**src/rtl/mandel_pkg.sv**
```systemverilog
package mandel_pkg;

  // strobes from the sequencer to the arithmetic datapath
  typedef struct packed {
    logic loadCfg;   // take a configuration beat, c <= start, z <= 0
    logic stepZ;     // perform one z <= z^2 + c iteration
    logic nextCol;   // move to the next pixel in the same row
    logic nextRow;   // move to the first pixel of the next row
  } dpCtrl_t;

endpackage

```
**src/rtl/mandel_datapath.sv**
```systemverilog
module mandel_datapath
  import mandel_pkg::*;
#(
  parameter int DATA_W = 16,
  parameter int FRAC_W = 12
) (
  input  logic              clk,
  input  logic              rstN,
  input  dpCtrl_t           ctrl,
  input  logic [DATA_W-1:0] cfgStartRe,
  input  logic [DATA_W-1:0] cfgStartIm,
  input  logic [DATA_W-1:0] cfgStepRe,
  input  logic [DATA_W-1:0] cfgStepIm,
  output logic              escape
);

  // z carries two guard bits so z^2 + c cannot wrap before the escape test
  localparam int ZW = DATA_W + 2;
  localparam int PW = 2 * ZW;
  localparam logic signed [PW:0] ESC_LIMIT = (PW+1)'(4) <<< FRAC_W;

  logic signed [DATA_W-1:0] startRe, stepRe, stepIm;
  logic signed [DATA_W-1:0] cRe, cIm;
  logic signed [ZW-1:0]     zRe, zIm;

  logic signed [PW-1:0] zReW, zImW;
  logic signed [PW-1:0] prodRR, prodII, prodRI;
  logic signed [PW-1:0] sqRe, sqIm;
  logic signed [PW:0]   magSq;
  logic signed [PW-1:0] nextReFull, nextImFull;
  logic signed [ZW-1:0] nextRe, nextIm;

  always_comb begin
    zReW       = PW'(zRe);
    zImW       = PW'(zIm);
    prodRR     = zReW * zReW;
    prodII     = zImW * zImW;
    prodRI     = zReW * zImW;
    sqRe       = prodRR >>> FRAC_W;
    sqIm       = prodII >>> FRAC_W;
    magSq      = (PW+1)'(sqRe) + (PW+1)'(sqIm);
    escape     = magSq > ESC_LIMIT;
    nextReFull = sqRe - sqIm + PW'(cRe);
    nextImFull = (prodRI >>> (FRAC_W - 1)) + PW'(cIm);
    nextRe     = ZW'(nextReFull);
    nextIm     = ZW'(nextImFull);
  end

  always_ff @(posedge clk) begin
    if (!rstN) begin
      startRe <= '0;
      stepRe  <= '0;
      stepIm  <= '0;
      cRe     <= '0;
      cIm     <= '0;
      zRe     <= '0;
      zIm     <= '0;
    end else begin
      if (ctrl.loadCfg) begin
        startRe <= $signed(cfgStartRe);
        stepRe  <= $signed(cfgStepRe);
        stepIm  <= $signed(cfgStepIm);
        cRe     <= $signed(cfgStartRe);
        cIm     <= $signed(cfgStartIm);
        zRe     <= '0;
        zIm     <= '0;
      end else if (ctrl.stepZ) begin
        zRe <= nextRe;
        zIm <= nextIm;
      end else if (ctrl.nextCol) begin
        cRe <= cRe + stepRe;
        zRe <= '0;
        zIm <= '0;
      end else if (ctrl.nextRow) begin
        cRe <= startRe;
        cIm <= cIm + stepIm;
        zRe <= '0;
        zIm <= '0;
      end
    end
  end

  // an iteration is only taken on a z that has not yet escaped
  assert_step_bounded_R3: assert property (@(posedge clk) disable iff (!rstN)
    ctrl.stepZ |-> !escape);

  // the truncated update must equal the full-width one (no wrap)
  assert_no_overflow_R3: assert property (@(posedge clk) disable iff (!rstN)
    ctrl.stepZ |-> (PW'(nextRe) == nextReFull) && (PW'(nextIm) == nextImFull));

  // a fresh pixel always starts from z = 0
  assert_z_cleared_R2: assert property (@(posedge clk) disable iff (!rstN)
    (ctrl.nextCol || ctrl.nextRow || ctrl.loadCfg) |=> (zRe == '0) && (zIm == '0));

endmodule

```
**src/rtl/mandel_ctrl.sv**
```systemverilog
module mandel_ctrl
  import mandel_pkg::*;
#(
  parameter int ITER_W = 16,
  parameter int DIM_W  = 10
) (
  input  logic              clk,
  input  logic              rstN,
  input  logic              cfgValid,
  output logic              cfgReady,
  input  logic [DIM_W-1:0]  cfgWidth,
  input  logic [DIM_W-1:0]  cfgHeight,
  input  logic [ITER_W-1:0] cfgMaxIter,
  input  logic              escape,
  output logic              resValid,
  input  logic              resReady,
  output logic [ITER_W-1:0] resCount,
  output logic              frameDone,
  output dpCtrl_t           ctrl
);

  typedef enum logic [1:0] {S_IDLE, S_ITER, S_EMIT} state_t;

  state_t            state;
  logic [ITER_W-1:0] iterQ, maxIterQ;
  logic [DIM_W-1:0]  widthQ, heightQ, colQ, rowQ;
  logic              doneQ;

  logic hitCap, lastCol, lastRow, accept, handshake;

  always_comb begin
    hitCap    = iterQ == maxIterQ;
    lastCol   = colQ == (widthQ - DIM_W'(1));
    lastRow   = rowQ == (heightQ - DIM_W'(1));
    accept    = (state == S_IDLE) && cfgValid;
    handshake = (state == S_EMIT) && resReady;

    ctrl.loadCfg = accept;
    ctrl.stepZ   = (state == S_ITER) && !hitCap && !escape;
    ctrl.nextCol = handshake && !lastCol;
    ctrl.nextRow = handshake && lastCol && !lastRow;

    cfgReady  = state == S_IDLE;
    resValid  = state == S_EMIT;
    resCount  = iterQ;
    frameDone = doneQ;
  end

  always_ff @(posedge clk) begin
    if (!rstN) begin
      state    <= S_IDLE;
      iterQ    <= '0;
      maxIterQ <= '0;
      widthQ   <= '0;
      heightQ  <= '0;
      colQ     <= '0;
      rowQ     <= '0;
      doneQ    <= 1'b0;
    end else begin
      doneQ <= 1'b0;
      unique case (state)
        S_IDLE: if (accept) begin
          maxIterQ <= cfgMaxIter;
          widthQ   <= cfgWidth;
          heightQ  <= cfgHeight;
          colQ     <= '0;
          rowQ     <= '0;
          iterQ    <= '0;
          state    <= S_ITER;
        end
        S_ITER: begin
          if (hitCap || escape) state <= S_EMIT;
          else                  iterQ <= iterQ + ITER_W'(1);
        end
        S_EMIT: if (handshake) begin
          iterQ <= '0;
          if (!lastCol) begin
            colQ  <= colQ + DIM_W'(1);
            state <= S_ITER;
          end else if (!lastRow) begin
            colQ  <= '0;
            rowQ  <= rowQ + DIM_W'(1);
            state <= S_ITER;
          end else begin
            doneQ <= 1'b1;
            state <= S_IDLE;
          end
        end
        default: state <= S_IDLE;
      endcase
    end
  end

  assert_cfg_idle_R1: assert property (@(posedge clk) disable iff (!rstN)
    cfgReady |-> !resValid);

  assert_cap_bound_R4: assert property (@(posedge clk) disable iff (!rstN)
    resValid |-> (resCount <= maxIterQ));

  assert_hold_R7: assert property (@(posedge clk) disable iff (!rstN)
    (resValid && !resReady) |=> (resValid && $stable(resCount)));

  assert_done_after_hs_R8: assert property (@(posedge clk) disable iff (!rstN)
    $rose(frameDone) |-> $past(resValid && resReady));

  assert_done_pulse_R8: assert property (@(posedge clk) disable iff (!rstN)
    frameDone |=> !frameDone);

endmodule

```
**src/rtl/mandel_engine.sv**
```systemverilog
module mandel_engine
  import mandel_pkg::*;
#(
  parameter int DATA_W = 16,
  parameter int FRAC_W = 12,
  parameter int ITER_W = 16,
  parameter int DIM_W  = 10
) (
  input  logic              clk,
  input  logic              rstN,
  input  logic              cfgValid,
  output logic              cfgReady,
  input  logic [DATA_W-1:0] cfgStartRe,
  input  logic [DATA_W-1:0] cfgStartIm,
  input  logic [DATA_W-1:0] cfgStepRe,
  input  logic [DATA_W-1:0] cfgStepIm,
  input  logic [DIM_W-1:0]  cfgWidth,
  input  logic [DIM_W-1:0]  cfgHeight,
  input  logic [ITER_W-1:0] cfgMaxIter,
  output logic              resValid,
  input  logic              resReady,
  output logic [ITER_W-1:0] resCount,
  output logic              frameDone
);

  dpCtrl_t ctrl;
  logic    escape;

  mandel_ctrl #(.ITER_W(ITER_W), .DIM_W(DIM_W)) u_ctrl (
    .clk(clk), .rstN(rstN),
    .cfgValid(cfgValid), .cfgReady(cfgReady),
    .cfgWidth(cfgWidth), .cfgHeight(cfgHeight), .cfgMaxIter(cfgMaxIter),
    .escape(escape),
    .resValid(resValid), .resReady(resReady), .resCount(resCount),
    .frameDone(frameDone), .ctrl(ctrl)
  );

  mandel_datapath #(.DATA_W(DATA_W), .FRAC_W(FRAC_W)) u_dp (
    .clk(clk), .rstN(rstN), .ctrl(ctrl),
    .cfgStartRe(cfgStartRe), .cfgStartIm(cfgStartIm),
    .cfgStepRe(cfgStepRe), .cfgStepIm(cfgStepIm),
    .escape(escape)
  );

endmodule

```
**config.mk**
```make
export PLATFORM = sky130hd
export DESIGN_NAME = mandel_engine
export DESIGN_NICKNAME = d
export VERILOG_FILES = /design/src/rtl/mandel_pkg.sv /design/src/rtl/mandel_datapath.sv /design/src/rtl/mandel_ctrl.sv /design/src/rtl/mandel_engine.sv
export SDC_FILE = /design/constraint.sdc
export NUM_CORES = 2
export LEC_CHECK = 0
export BUFFER_PORTS_ARGS = -buffer_cell sky130_fd_sc_hd__buf_2
export CAP_MARGIN = 10
export CORE_MARGIN = 8
export CORE_UTILIZATION = 50
export CTS_CLUSTER_SIZE = 25
export DETAILED_ROUTE_END_ITERATION = 10
export PLACE_DENSITY = 0.68
export REMOVE_ABC_BUFFERS = 1
export SLEW_MARGIN = 0
export SYNTH_ARGS = -nofsm -noshare
export SYNTH_HDL_FRONTEND = slang
export SYNTH_SLANG_ARGS = --single-unit
```
**constraint.sdc**
```tcl
create_clock -name clk -period 12.4 [get_ports clk]
set_input_delay 2.48 -clock clk [delete_from_list [all_inputs] [get_ports clk]]
set_output_delay 2.48 -clock clk [all_outputs]
set_load 0.05 [all_outputs]
```
==> results.py <==
metrics = {
    "layout": {
        "fin_util_pct": 53.0,
        "syn2layout_area_growth_pct": 5.44,
        "nNetsFinal": 6282,
        "drive_gt1_share_pct": 5.48,
        "fillers": 8106,
        "instances_no_fill": 6099,
        "antenna_cells": 0,
        "fin_area_mm2": 0.0458,
    },
    "synthesis": {
        "yosysWarnings": 0,
        "ys_types": 94,
        "postSynthAreaPerCell_um2": 8.81,
        "synthArstFlopShare_pct": 0,
        "synth.area.top_cells": "fa_1 40%, ha_1 11%, inv_1 10%",
        "yosysMostFrequentCell": "inv_1",
        "synthFlopType": "dfxtp_1",
        "yosysSeqAreaShare_pct": 8.80,
        "synth_cells": 4930,
        "synth_common_cells": "1162 x inv_1, 869 x fa_1, 659 x nand2_1",
        "synth_top_area_share_pct": 40.0,
        "synth.cell_area_mm2": 0.0434,
        "synth_edf_count": 0,
        "yosys.area.top_type": "fa_1",
        "synth_seq_cells": 191,
    },
    "run_status": {
        "status": "finished, final reports clean",
    },
    "cts": {
        "clk_pin_slew_ps": 80,
        "cts-root-buf": "clkbuf_16",
        "ctsResizeCount": 0,
        "max-clock-path-buffers": 2,
        "cts_buffers": 17,
        "cts_tree": "yes",
        "insertion_delay_ps": 470,
        "cts_hold_buf": 0,
        "htreeDepth": 4,
        "cts.sinks": 191,
        "postCtsSetupBuffers": 0,
    },
    "floorplan": {
        "die_h_um": 311,
        "coreArea_mm2": 0.0865,
        "die_x_um": 311,
        "die-area_mm2": 0.0966,
        "io_pins": 123,
        "placementRows": 108,
        "start_util_pct": 50.2,
    },
    "setup_path": {
        "worstSetupStartpointType": "flop",
        "crit_path_end_kind": "flop",
        "crit_fanout": 42,
        "path_buf_inv": 4,
        "critPathTopFamily": "compound AO/OA/AOI/OAI gates",
        "path_class": "flop to flop",
        "cp.depth": 35,
        "worstPathArrival_ps": 11170,
        "crit_path_frequent_cell": "fa_1",
        "crit_required_ps": 12800,
        "cpPeakStageDelay_ps": 1020,
        "slowest_stage": "dfxtp_1",
        "ff2ff_path_depth": 35,
        "reg2reg_slack_ps": 1630,
    },
    "job": {
        "cap_violations": 0,
    },
    "grt": {
        "grt_pass1_vias": 33989,
        "grt_max_degree": 93,
        "antenna_found_initial": 0,
        "grt_pass1_wl_mm": 181,
        "grt-ovfl-total": 0,
        "grt_use_total_pct": 23.1,
    },
    "sta": {
        "tightest_slew_ps": 1160,
        "fin_worst_skew_ps": 19.0,
        "finalCriticalPeriod_ps": 10770,
        "rsz0062_at_grt": "no",
        "maxSlewHeadroom_pct": 22.5,
        "setup_viol": 0,
        "tns_ps": 0,
        "worst_slack_ps": 1630,
        "fmax_mhz": 92.9,
        "drv_slew": 0,
        "hold_viol_final": 0,
        "fin_crit_sh_pct": 86.8,
    },
    "place": {
        "dpl_cell_area_mm2": 0.0452,
        "gp_congestion": 0.909,
        "pre_cts_slack_ps": 1880,
        "place_inst": 6067,
        "place_hpwl_mm": 90.5,
        "numPortBuffers": 122,
    },
    "drt": {
        "vias": 31964,
        "wl_per_cell_um": 17.9,
        "routed_wirelength_mm": 109,
        "ant_nets": 0,
        "viasPerCell": 5.24,
        "dr.pass1.iters": 5,
        "drc": 0,
        "drtIter0Drc": 2008,
    },
    "power": {
        "vdd_drop_max_mv": 0.220,
        "powerDensity_mw_per_mm2": 124,
        "p_leak_nw": 23.6,
    },
    "min_path": {
        "hp-class": "flop to flop",
        "hold_depth": 2,
    },
}
==> worst min-delay path, delay by kind of cell (launching register included) <==
family | cells | cell delay [ps]
AO/OA/AOI/OAI | 1 | 60
flip-flops | 1 | 310
AND/OR/NAND/NOR | 1 | 50
==> kinds of logic (layout without fill, tap and decap cells) <==
group,after synthesis,after routing,synth area share [%]
AOI/OAI and AO/OA,551,551,8.96
xor gates and xnor gates,243,243,4.93
adders and majority gates,1247,1247,50.9
buffers and inverters,1372,1386,12.0
DFF,191,191,8.80
muxes,13,13,0.305
and+or+nand+nor,1313,1313,14.1
==> flip-flops by register name, summed over array words and instances, names as in the netlist <==
register and cells:
u_dp.stepRe 16, u_ctrl.resCount 16, u_dp.startRe 16, u_ctrl.state 2, u_ctrl.colQ 10, u_ctrl.frameDone 1, u_ctrl.rowQ 10, u_ctrl.widthQ 10
u_dp.zIm 18, u_dp.cIm 16, u_ctrl.maxIterQ 16, u_dp.stepIm 16, u_ctrl.heightQ 10, u_dp.zRe 18, u_dp.cRe 16
==> final timing paths <==
path,from,end
worst max-delay path,u_dp.zRe[7],u_dp.zIm[16]
worst min-delay path,u_dp.startRe[8],u_dp.startRe[8]
worst max register to register,u_dp.zRe[7],u_dp.zIm[16]
worst min register to register,u_dp.startRe[8],u_dp.startRe[8]
==> where the power goes <==
group	switching [mW]	leakage, nW	internal [mW]	total [mW]
logic	2.61	21.7	1.58	4.19
registers	0.182	1.56	0.729	0.911
clock network	0.296	0.294	0.283	0.579
==> placed cells by master, fill, tap and decap left out, types with 19 or more instances in the layout <==
| cell | n |
|---|---|
| inv_1 | 1162 |
| fa_1 | 869 |
| nand2_1 | 658 |
| ha_1 | 378 |
| dfxtp_1 | 191 |
| and2_1 | 188 |
| nor2_1 | 184 |
| xnor2_1 | 145 |
| buf_2 | 121 |
| a21oi_1 | 110 |
| xor2_1 | 97 |
| a21boi_0 | 92 |
| o21ai_0 | 81 |
| buf_4 | 68 |
| nor3_1 | 51 |
| nand3_1 | 43 |
| and3_1 | 41 |
| a21o_1 | 39 |
| nand2b_1 | 35 |
| o21a_1 | 32 |
| nor2b_1 | 20 |
| o211a_1 | 19 |
==> layer usage <==
layer	global-route usage [%]	routed length [um]	part of all wire (%)
met2	38.7	53300	49
met5	0	0	0
met3	3.16	5550	5.1
met1	31.2	47200	43
met4	6.64	3380	3.1
==> per-stage QoR <==
stage | hold WS, ps | total power [mW]
after floorplan | 440 | 3.84
after global placement | 447 | 5.00
after detailed placement | 455 | 5.06
after CTS | 466 | 5.66
after global routing | 485 | 6.17
final | 463 | 5.68
==> final cells by class <==
cell class	count	area (um2)	share of cell area, %
timing repair buffer	189	1120	2.44
clock inverter	13	153	0.333
sequential	191	3820	8.35
tap	1155	1450	3.15
clock buffer	19	453	0.989
inverter	1165	4370	9.55
multi-input combinational	3367	34400	75.2
(Power assumes the default switching activity.)
